`config.mk`:
```
export PLATFORM = sky130hd
export DESIGN_NAME = step_atten_ctrl
export DESIGN_NICKNAME = d
export VERILOG_FILES = /design/src/rtl/step_atten_pkg.sv /design/src/rtl/atten_ctrl_fsm.sv /design/src/rtl/atten_shift.sv /design/src/rtl/atten_hold.sv /design/src/rtl/atten_weight_sum.sv /design/src/rtl/step_atten_ctrl.sv
export SDC_FILE = /design/constraint.sdc
export NUM_CORES = 1
export LEC_CHECK = 0
export ABC_AREA = 0
export BUFFER_PORTS_ARGS = -buffer_cell sky130_fd_sc_hd__buf_2
export CAP_MARGIN = 10
export CORE_UTILIZATION = 49
export DETAILED_ROUTE_END_ITERATION = 8
export PLACE_DENSITY = 0.76
export RECOVER_POWER = 50
export REMOVE_ABC_BUFFERS = 1
export SYNTH_ARGS = -nofsm -noshare
export SYNTH_HDL_FRONTEND = slang
export SYNTH_SLANG_ARGS = --single-unit
export TNS_END_PERCENT = 1
```
`constraint.sdc`:
```
create_clock -name clk -period 1.7 [get_ports clk]
set_clock_uncertainty 0.2 [all_clocks]
set_input_delay 0.255 -clock clk [delete_from_list [all_inputs] [get_ports clk]]
set_output_delay 0.255 -clock clk [all_outputs]
set_load 0.05 [all_outputs]
```
`src/rtl/step_atten_pkg.sv`:
```
package step_atten_pkg;

    parameter int STAGES = 7;

    typedef enum logic [2:0] {
        ST_BOOT      = 3'd0,
        ST_SER_SHIFT = 3'd1,
        ST_SER_HOLD  = 3'd2,
        ST_PAR_OPEN  = 3'd3,
        ST_PAR_HOLD  = 3'd4
    } ctrl_state_e;

endpackage

```
`src/rtl/atten_ctrl_fsm.sv`:
```
module atten_ctrl_fsm
    import step_atten_pkg::*;
(
    input  logic        clk,
    input  logic        rst_n,
    input  logic        ser_mode,
    input  logic        latch_en,
    input  logic        ser_clk,
    output logic        shift_en,
    output logic        load_shift,
    output logic        load_par,
    output ctrl_state_e state
);

    ctrl_state_e cur_state;
    ctrl_state_e nxt_state;
    logic        sclk_q;
    logic        sclk_rise;

    // Edge detector for the shift clock. The register resets to 1 so that a
    // shift clock already high when reset is released is not taken as an edge.
    always_ff @(posedge clk or negedge rst_n) begin
        if (!rst_n) begin
            sclk_q <= 1'b1;
        end else begin
            sclk_q <= ser_clk;
        end
    end

    assign sclk_rise = ser_clk && !sclk_q;

    // Next state depends only on the mode and latch-enable inputs.
    always_comb begin
        if (ser_mode) begin
            nxt_state = latch_en ? ST_SER_HOLD : ST_SER_SHIFT;
        end else begin
            nxt_state = latch_en ? ST_PAR_OPEN : ST_PAR_HOLD;
        end
    end

    // State register.
    always_ff @(posedge clk or negedge rst_n) begin
        if (!rst_n) begin
            cur_state <= ST_BOOT;
        end else begin
            cur_state <= nxt_state;
        end
    end

    // Transition actions.
    always_comb begin
        shift_en   = (nxt_state == ST_SER_SHIFT) && sclk_rise;
        load_par   = (nxt_state == ST_PAR_OPEN);
        load_shift = 1'b0;
        unique case (cur_state)
            ST_BOOT:      load_shift = 1'b0;
            ST_SER_SHIFT: load_shift = (nxt_state == ST_SER_HOLD);
            ST_SER_HOLD:  load_shift = 1'b0;
            ST_PAR_OPEN:  load_shift = 1'b0;
            ST_PAR_HOLD:  load_shift = (nxt_state == ST_SER_HOLD);
            default:      load_shift = 1'b0;
        endcase
    end

    assign state = cur_state;

    // at most one source loads the output register in any clock.
    p_single_load_r5: assert property (@(posedge clk) disable iff (!rst_n)
        $onehot0({load_par, load_shift}));

    // no shift is issued while latch enable is high.
    p_shift_masked_r4: assert property (@(posedge clk) disable iff (!rst_n)
        latch_en |-> !shift_en);

endmodule

```
`src/rtl/atten_shift.sv`:
```
module atten_shift #(
    parameter int W = 7
) (
    input  logic         clk,
    input  logic         rst_n,
    input  logic         shift_en,
    input  logic         din,
    output logic [W-1:0] shift_word
);

    logic [W-1:0] sreg;

    // Bits enter at bit 0 and move up, so the first bit sent ends at the MSB.
    always_ff @(posedge clk or negedge rst_n) begin
        if (!rst_n) begin
            sreg <= '0;
        end else if (shift_en) begin
            sreg <= {sreg[W-2:0], din};
        end
    end

    assign shift_word = sreg;

endmodule

```
`src/rtl/atten_hold.sv`:
```
module atten_hold #(
    parameter int W = 7
) (
    input  logic         clk,
    input  logic         rst_n,
    input  logic         load_par,
    input  logic         load_shift,
    input  logic [W-1:0] par_word,
    input  logic [W-1:0] shift_word,
    output logic [W-1:0] code
);

    // Power-up value: every stage enabled, i.e. maximum attenuation.
    localparam logic [W-1:0] MAX_CODE = '1;

    logic [W-1:0] code_q;

    always_ff @(posedge clk or negedge rst_n) begin
        if (!rst_n) begin
            code_q <= MAX_CODE;
        end else if (load_par) begin
            code_q <= par_word;
        end else if (load_shift) begin
            code_q <= shift_word;
        end
    end

    assign code = code_q;

endmodule

```
`src/rtl/atten_weight_sum.sv`:
```
module atten_weight_sum #(
    parameter int W = 7
) (
    input  logic [W-1:0] sel,
    output logic [W-1:0] total
);

    // With binary weights the sum of all stages, 2^W - 1, still fits in W bits.
    logic [W-1:0] weight [W];

    genvar gi;
    generate
        for (gi = 0; gi < W; gi++) begin : g_weight
            assign weight[gi] = sel[gi] ? W'(1 << gi) : '0;
        end
    endgenerate

    always_comb begin
        total = '0;
        for (int i = 0; i < W; i++) begin
            total = total + weight[i];
        end
    end

endmodule

```
`src/rtl/step_atten_ctrl.sv`:
```
module step_atten_ctrl
    import step_atten_pkg::*;
#(
    parameter int W = STAGES
) (
    input  logic         clk,
    input  logic         rst_n,
    input  logic         ser_mode,
    input  logic         ser_clk,
    input  logic         ser_din,
    input  logic         latch_en,
    input  logic [W-1:0] par_word,
    output logic [W-1:0] stage_sel,
    output logic [W-1:0] atten_qdb
);

    localparam int TOP_BIT = W - 1;

    logic         shift_en;
    logic         load_shift;
    logic         load_par;
    ctrl_state_e  state;
    logic [W-1:0] shift_word;

    atten_ctrl_fsm u_fsm (
        .clk        (clk),
        .rst_n      (rst_n),
        .ser_mode   (ser_mode),
        .latch_en   (latch_en),
        .ser_clk    (ser_clk),
        .shift_en   (shift_en),
        .load_shift (load_shift),
        .load_par   (load_par),
        .state      (state)
    );

    atten_shift #(.W(W)) u_shift (
        .clk        (clk),
        .rst_n      (rst_n),
        .shift_en   (shift_en),
        .din        (ser_din),
        .shift_word (shift_word)
    );

    atten_hold #(.W(W)) u_hold (
        .clk        (clk),
        .rst_n      (rst_n),
        .load_par   (load_par),
        .load_shift (load_shift),
        .par_word   (par_word),
        .shift_word (shift_word),
        .code       (stage_sel)
    );

    atten_weight_sum #(.W(W)) u_sum (
        .sel   (stage_sel),
        .total (atten_qdb)
    );

    // with latch enable low the stage selects do not move.
    p_hold_low_r7: assert property (@(posedge clk) disable iff (!rst_n)
        !latch_en |=> $stable(stage_sel));

    // the shift register is frozen with the latch high or in parallel mode.
    p_shift_frozen_r4: assert property (@(posedge clk) disable iff (!rst_n)
        (latch_en || !ser_mode) |=> $stable(shift_word));

    // a latch rise in serial mode delivers the shifted word.
    p_serial_xfer_r5: assert property (@(posedge clk) disable iff (!rst_n)
        (state == ST_SER_SHIFT && ser_mode && latch_en) |=> (stage_sel == $past(shift_word)));

    // direct parallel mode passes the bus one clock later.
    p_direct_par_r6: assert property (@(posedge clk) disable iff (!rst_n)
        (!ser_mode && latch_en) |=> (stage_sel == $past(par_word)));

    // the top stage alone contributes half of the full scale.
    p_top_weight_r8: assert property (@(posedge clk) disable iff (!rst_n)
        stage_sel[TOP_BIT] |-> (atten_qdb >= W'(1 << TOP_BIT)));

endmodule

```
Word level (Yosys, flattened, before mapping)
Cells that the tools add are included.
{ "classes": {"n_addsub": 6, "n_eq_ne": 5, "muxes": 13, "n_reduce_logical": 5} }
{ "op_table": {"columns": ["operator", "count"], "rows": [
  ["adder 7 bit", 6],
  ["2-to-1 mux 7 bit", 3],
  ["2-to-1 mux 3 bit", 3],
  ["equality test 3 x 1 -> 1 bit (second input constant)", 2],
  ["equality test 3 x 2 -> 1 bit (second input constant)", 2],
  ["2-to-1 mux 6 bit", 1],
  ["2-to-1 mux 5 bit", 1],
  ["2-to-1 mux 2 bit", 2],
  ["2-to-1 mux 4 bit", 1],
  ["equality test 3 bit (second input constant)", 1],
  ["logical AND 1 bit", 2],
  ["2-to-1 mux 1 bit", 2],
  ["nonzero test 2 bit", 1],
  ["OR reduction 2 bit", 1],
  ["zero test 1 bit", 1]
]} }
{ "word_totals": {"register_bits": 18, "in_bits": 13, "out_inout_bits": 14, "elab_cells": 33} }

Longest topological paths before layout
Gate-level depths: netlist (run 1).
{ "logic_depth": {"word_depth": 7, "depth_mapped": 5, "mapped_depth_nobuf": 4} }

By module
A second synthesis (run 1) with hierarchy kept.
{ "unflattened": {"hier_cells": 66, "hier_area_um2": 865.8} }
{ "by_module_without_submodules": {"columns": ["mod", "n_inst", "cells_each", "area_each_um2", "seq_area_each_um2"], "rows": [
  ["atten_hold", 1, 30, 334.1, 183.9],
  ["atten_shift", 1, 15, 291.5, 175.2],
  ["atten_ctrl_fsm", 1, 14, 187.7, 101.3],
  ["atten_weight_sum", 1, 7, 52.6, 0.0]
]} }

Worst setup path before layout (run 1)
Ideal clock, no wire load.
{ "synth_path": {"path_type": "reg-to-reg", "from": "register u_fsm.sclk_q", "to": "register u_shift.sreg[0] (netlist: u_shift.shift_word[0])", "setup_time_ns": 0.125, "t_arrival_ns": 1.075, "required_time_ns": 1.375, "path_slack_ns": 0.300, "path_stages_with_launch": 3, "path_buffers": 0, "period_less_slack_ns": 1.400, "path_cell_list": "dfstp_2 -> nand3b_1 -> mux2_2"} }
{ "synth_via": {"elab_chain_cells": 3} }
{ "synth_rtl": {"columns": ["element", "line_no", "text"], "rows": [
  ["start, declared", "atten_ctrl_fsm.sv:17", "logic sclk_q;"],
  ["start signal, assigned", "atten_ctrl_fsm.sv:26", "sclk_q <= ser_clk;"],
  ["zero test 1 bit", "atten_ctrl_fsm.sv:30", "assign sclk_rise = ser_clk && !sclk_q;"],
  ["logical AND 1 bit", "atten_ctrl_fsm.sv:30", null],
  ["logical AND 1 bit", "atten_ctrl_fsm.sv:52", "shift_en = (nxt_state == ST_SER_SHIFT) && sclk_rise;"],
  ["end signal, assigned", "atten_shift.sv:18", "sreg <= {sreg[W-2:0], din};"],
  ["end, declared", "atten_shift.sv:11", "logic [W-1:0] sreg;"]
]} }
Every way passes these cells.
A chain may end at the register's enable or synchronous reset.

Final worst setup path (run 1)
{ "layout_path": {"from": "input ser_clk", "to": "register u_shift.sreg[6] (netlist: u_shift.shift_word[6])"} }
{ "layout_via": {"elab_chain_cells": 2} }
{ "layout_rtl": {"columns": ["element", "line_no", "text"], "rows": [
  ["start, declared", "step_atten_ctrl.sv:9", "input logic ser_clk,"],
  ["logical AND 1 bit", "atten_ctrl_fsm.sv:30", null],
  ["logical AND 1 bit", "atten_ctrl_fsm.sv:52", null]
]} }
Every way passes these cells.

==> impl_metrics.json, run 1 <==
{
  "drtIter0Drc": 6,
  "fin_cells": 122,
  "synth_compound_area_frac": 0.125,
  "nets": 115,
  "hpwl_um": 998,
  "synth_top_family_by_area": "compound AO/OA/AOI/OAI gates",
  "synth_adder_area_share": 0.0550,
  "synth_seq_cells": 18,
  "syn_inst": 72,
  "synth-simple-area-share": 0.121,
  "synth_seq_area_share": 0.506,
  "h-tree-depth": 1,
  "fp.coreArea_um2": 1730,
  "report.final.slew_viol_count": 0,
  "cts_made_buffers": 3,
  "p_leak_nw": 0.478,
  "final_antenna_net_count": 0,
  "yosys.area.top_type": "dfrtp_1",
  "path_class": "primary input to flop",
  "power_mw": 1.26,
  "gp_congestion": 0.662,
  "routedWlPerCell_um": 12.0,
  "yosysWarnings": 0,
  "min_period_ps": 1600,
  "postRouteWirelength_um": 1470,
  "grt_max_degree": 19,
  "area_delta_synth_final_pct": 18.4,
  "post-synth-top-area-fraction": 0.275,
  "start_util": 0.527,
  "drv_cap": 0,
  "layout_commonest_cell": "buf_2",
  "synth_xor_area_frac": 0.0179,
  "holdCritStartpoint": "par_word[6]",
  "ctsResizeCount": 0,
  "setup_tns_ps": 0,
  "path_max_fanout": 7,
  "crit_required_ps": 1680,
  "r2r_setup_slack_ps": 180,
  "fin_worst_hold_slack_ps": 66.2,
  "die_y_um": 45.1,
  "grt_setup_unrepaired": "false",
  "vias": 609,
  "clock_latency_ps": 290,
  "drcViolationCount": 0,
  "worstRegToRegCells": 2,
  "ir_worst_vdd_mv": 0.612,
  "syn_avg_cell_area_um2": 12.6,
  "cts_tree": "done",
  "netlist_top_cells_area": "dfrtp_1 28%, dfstp_2 23%, mux2_2 8.7%",
  "hold_class": "primary input to flop",
  "min_to": "u_hold.code[6]$_DFFE_PN1P_",
  "cts_setup_buffers": 0,
  "placedCellCount": 114,
  "fin_crit_sh": 0.939,
  "grt_use_total": 0.163,
  "synth_mux_area_frac": 0.0867,
  "worst-endpoint-arrival_ps": 1580,
  "die_area_um2": 2030,
  "pin_count": 27,
  "ys_types": 15,
  "grt_pass1_wl_um": 2340,
  "die_w_um": 45.1,
  "cts_max_path_buffers": 2,
  "power_density_nw_per_um2": 1170,
  "timing.rr.end": "u_shift.shift_word[6]$_DFFE_PN0P_",
  "antennaDiodeCount": 0,
  "worst_setup_path_start_kind": "primary input",
  "antenna_found_initial": 0,
  "grt_pass1_vias": 575,
  "end_kind": "flop",
  "fmax_ghz": 0.627,
  "vias_per_cell": 4.99,
  "mostFrequentLayoutCells": "19 x buf_2, 10 x dfrtp_1, 8 x nand2b_1, 8 x dfstp_2",
  "max_slew_margin": 0.362,
  "hold_viol_final": 0,
  "reg2reg_from": "u_fsm.sclk_q$_DFF_PN1_",
  "clock_sinks": 18,
  "portBuffers": 26,
  "worst_pin_slew_ps": 957,
  "drtPass1Iterations": 2,
  "setup_viol": 0,
  "status": "finished clean",
  "hold_depth": 3,
  "placementRows": 15,
  "clk_pin_slew_ps": 100,
  "overflow": 0,
  "drive_gt1_frac": 0.443,
  "netlist_area_um2": 910,
  "cts_hold_buffers": 4,
  "cts_root_buffer": "clkbuf_4"
}
how the worst max path moves through the flow:
stage	start	to	slack, ps	cells past startpoint
floorplan	u_fsm.state[0]$_DFF_PN0_	u_hold.code[0]$_DFFE_PN1P_	260	3
global placement	ser_mode	u_hold.code[2]$_DFFE_PN1P_	110	5
detailed placement	ser_mode	u_hold.code[2]$_DFFE_PN1P_	70	5
CTS	ser_clk	u_shift.shift_word[6]$_DFFE_PN0P_	100	4
global route	rst_n	u_shift.shift_word[3]$_DFFE_PN0P_	90	2
finish	ser_clk	u_shift.shift_word[6]$_DFFE_PN0P_	100	4
synth_stat cells:
library cell / instances
clkbuf_1: 1
xnor2_2: 1
buf_4: 7
o21a_1: 7
buf_2: 1
dfstp_2: 8
nand3b_1: 1
mux2_2: 7
inv_1: 2
nand2b_1: 8
nor3b_1: 7
buf_6: 1
ha_1: 4
dfrtp_1: 10
o31a_1: 7
cells by family (layout without fill, tap and decap cells):
group                      after synthesis  in the layout
and+or+nand+nor                         16             16
AOI/OAI and AO/OA                       14             14
adders and majority gates                4              4
DFF                                     18             18
muxes                                    7              7
xor gates and xnor gates                 1              1
buffers and inverters                   12             37
registers in the layout, indices dropped and copies added, names as in the netlist:
register and flops:
u_fsm.sclk_q 1, u_fsm.state 3, u_hold.code 7, u_shift.shift_word 7
power by group:
group,switching [mW],internal (mW)
Sequential,0.0502,0.525
Clock,0.132,0.130
Combinational,0.272,0.146
Total,0.454,0.801
metal layers:
metal,global-route usage,part of all wire,vias up
met1,0.188,0.44,292
met2,0.287,0.50,22
li1,-,-,293
met5,0,0,-
met4,0.0909,0.0095,0
met3,0.0240,0.048,2
stage by stage:
step | setup slack [ps] | area (um^2) | utilization
6_report | 104 | 1080 | 0.624
5_1_grt | 85.9 | 1080 | 0.624
4_1_cts | 101 | 1080 | 0.627
3_5_place_dp | 74.9 | 1010 | 0.583
3_3_place_gp | 112 | 1010 | 0.583
2_1_floorplan | 259 | 837 | -
critical path: stages:
cell and delay (ps):
dlygate4sd3_1 530, clkbuf_1 110, nand3b_1 300, mux2_2 380
final cells by class:
| class | count | area (um^2) |
|---|---|---|
| fill | 169 | 649 |
| sequential | 18 | 460 |
| multi-input combinational | 42 | 369 |
| timing repair buffer | 31 | 173 |
| clock buffer | 4 | 36.3 |
| tap | 25 | 31.3 |
| inverter | 2 | 7.51 |
(Power assumes the default switching activity.)
==> run 2, diff against run 1 <==
- CORE_UTILIZATION: 49 -> 48
- CTS_CLUSTER_SIZE: unset -> 12
- SYNTH_HIERARCHICAL: unset -> 1
==> impl_metrics.json, run 2 <==
{
  "critPathMaxStageDelay_ps": 530,
  "cts_made_buffers": 3,
  "setup_tns_ps": 0,
  "die_y_um": 44.5,
  "layout_commonest_cell": "buf_2",
  "ys_types": 13,
  "hold_viol_final": 0,
  "cts_setup_buffers": 0,
  "vias_per_cell": 4.54,
  "path_class": "primary input to flop",
  "async_reset_ff_frac": 1.00,
  "crit_chain": "dlygate4sd3_1 -> clkbuf_1 -> nand2_1 -> nor2_1 -> buf_4 -> mux2_4",
  "hold_depth": 3,
  "antennaDiodeCount": 0,
  "cp_top_family": "buffers and inverters",
  "final_antenna_net_count": 0,
  "holdCritStartpoint": "ser_mode",
  "timing.rr.end": "u_hold/code[0]$_DFFE_PN1P_",
  "die_area_um2": 1980,
  "portBuffers": 26,
  "setup_viol": 0,
  "syn_avg_cell_area_um2": 13.1,
  "report.final.slew_viol_count": 0,
  "drtPass1Iterations": 3,
  "fill_cells": 134,
  "grt_setup_unrepaired": "false",
  "crit_required_ps": 1670,
  "synth_seq_area_share": 0.532,
  "cts_root_buffer": "clkbuf_4",
  "worstRegToRegCells": 5,
  "overflow": 0,
  "min_to": "u_fsm/state[0]$_DFF_PN0_",
  "yosysWarnings": 6,
  "cts_tree": "done",
  "power_mw": 1.18,
  "antenna_found_initial": 0,
  "final.setup.worst_slack_ps": 135,
  "cts_max_path_buffers": 2,
  "end_kind": "flop",
  "hold_class": "primary input to flop",
  "status": "finished clean",
  "max_slew_margin": 0.391,
  "netlist_top_cells_area": "dfrtp_1 29%, dfstp_2 24%, mux2_4 12%",
  "synth_common_cells": "10 x dfrtp_1, 8 x buf_4, 8 x dfstp_2, 8 x nand2_1",
  "drv_cap": 0,
  "drcViolationCount": 0,
  "nets": 118,
  "fin_crit_sh": 0.921,
  "grt_pass1_vias": 595,
  "seq_area_um2": 460,
  "start_util": 0.543,
  "yosysMostFrequentCell": "dfrtp_1",
  "worst_pin_slew_ps": 914,
  "mostFrequentLayoutCells": "23 x buf_2, 11 x dlygate4sd3_1, 10 x dfrtp_1, 8 x nand2_1, 8 x dfstp_2",
  "grt_pass1_wl_um": 2450,
  "postRouteWirelength_um": 1430,
  "path_max_fanout": 7,
  "worst_setup_path_start_kind": "primary input",
  "pin_count": 27,
  "clk_pin_slew_ps": 100,
  "routedWlPerCell_um": 11.5,
  "power_density_nw_per_um2": 1070,
  "drive_gt1_frac": 0.450,
  "placementRows": 14,
  "r2r_setup_slack_ps": 280,
  "preCtsSetupSlack_ps": 136,
  "worst-endpoint-arrival_ps": 1530,
  "synth_enable_flop_cells": 0,
  "post-synth-top-area-fraction": 0.289,
  "crit_buf_inv": 3,
  "min_period_ps": 1570,
  "drtIter0Drc": 5,
  "grt_max_degree": 19,
  "cp_slowest_cell": "dlygate4sd3_1",
  "grt_use_total": 0.176,
  "syn_inst": 66,
  "h-tree-depth": 1,
  "reg2reg_from": "u_fsm/state[0]$_DFF_PN0_",
  "synth_seq_cells": 18,
  "synth_ff_type": "dfrtp_1",
  "clock_sinks": 18,
  "gp_congestion": 0.718,
  "die_w_um": 44.5,
  "yosys.area.top_type": "dfrtp_1",
  "fin_util": 0.689,
  "vias": 563,
  "p_leak_nw": 0.519,
  "area_delta_synth_final_pct": 26.9,
  "clock_latency_ps": 280,
  "netlist_area_um2": 866,
  "hpwl_um": 1020,
  "fmax_ghz": 0.639,
  "fp.coreArea_um2": 1590,
  "multi_input_area_um2": 315,
  "ir_worst_vdd_mv": 0.586
}
run 2: area by class of cell:
type,instances,area share
sequential,18,0.419
multi-input combinational,36,0.287
timing repair buffer,40,0.236
tap,24,0.0273
clock buffer,4,0.0239
inverter,2,0.00683
run 2: per-stage QoR:
| step | hold WS, ps | instance area, um^2 | instances |
|---|---|---|---|
| CTS | 117 | 1100 | 124 |
| global placement | -3.77 | 966 | 109 |
| floorplan | -241 | 783 | 56 |
| detailed placement | 2.41 | 966 | 109 |
| global route | 119 | 1100 | 124 |
| finish | 121 | 1100 | 124 |
run 2: what timing repair did:
item	CTS	global route
endpoints found under the hold margin	28	0
resized for setup	0	0
hold buffers	11	0
run 2: kinds of logic after synthesis:
family | count (synthesis) | share of synthesized area
flip-flops | 18 | 0.532
multiplexers | 14 | 0.202
buffers and inverters | 12 | 0.104
AND/OR/NAND/NOR | 10 | 0.0535
AO/OA/AOI/OAI | 7 | 0.0405
adder cells (fa/ha/maj) | 4 | 0.0578
XOR/XNOR | 1 | 0.0101
run 2: worst max path at each step:
| stage | from | end | slack, ps | depth (start not counted) |
|---|---|---|---|---|
| after floorplan | latch_en | u_shift/shift_word[0]$_DFFE_PN0P_ | 50 | 5 |
| after global placement | latch_en | u_shift/shift_word[1]$_DFFE_PN0P_ | 190 | 7 |
| after global routing | rst_n | u_shift/shift_word[2]$_DFFE_PN0P_ | 70 | 2 |
| after CTS | u_hold/code[3]$_DFFE_PN1P_ | atten_qdb[3] | 140 | 1 |
| final | ser_clk | u_shift/shift_word[1]$_DFFE_PN0P_ | 130 | 6 |
| after detailed placement | latch_en | u_shift/shift_word[2]$_DFFE_PN0P_ | 140 | 7 |
run 2: metal layers:
metal | track usage | wire length [um] | up-vias
li1 | - | - | 277
met1 | 0.202 | 609 | 267
met2 | 0.315 | 759 | 17
met3 | 0.0367 | 45 | 2
met4 | 0.0727 | 16 | 0
met5 | 0 | 0 | -
run 2: worst register-to-register path, stage by stage (launching register included):
cell	delay, ps
dfrtp_1	390
xnor2_1	130
nor3b_2	150
buf_4	200
mux2i_1	210
o21ai_1	80
run 2: where the power goes:
group,switching [mW],internal [mW],total [mW]
combinational,0.241,0.145,0.386
clock,0.121,0.0909,0.212
sequential,0.0568,0.520,0.577
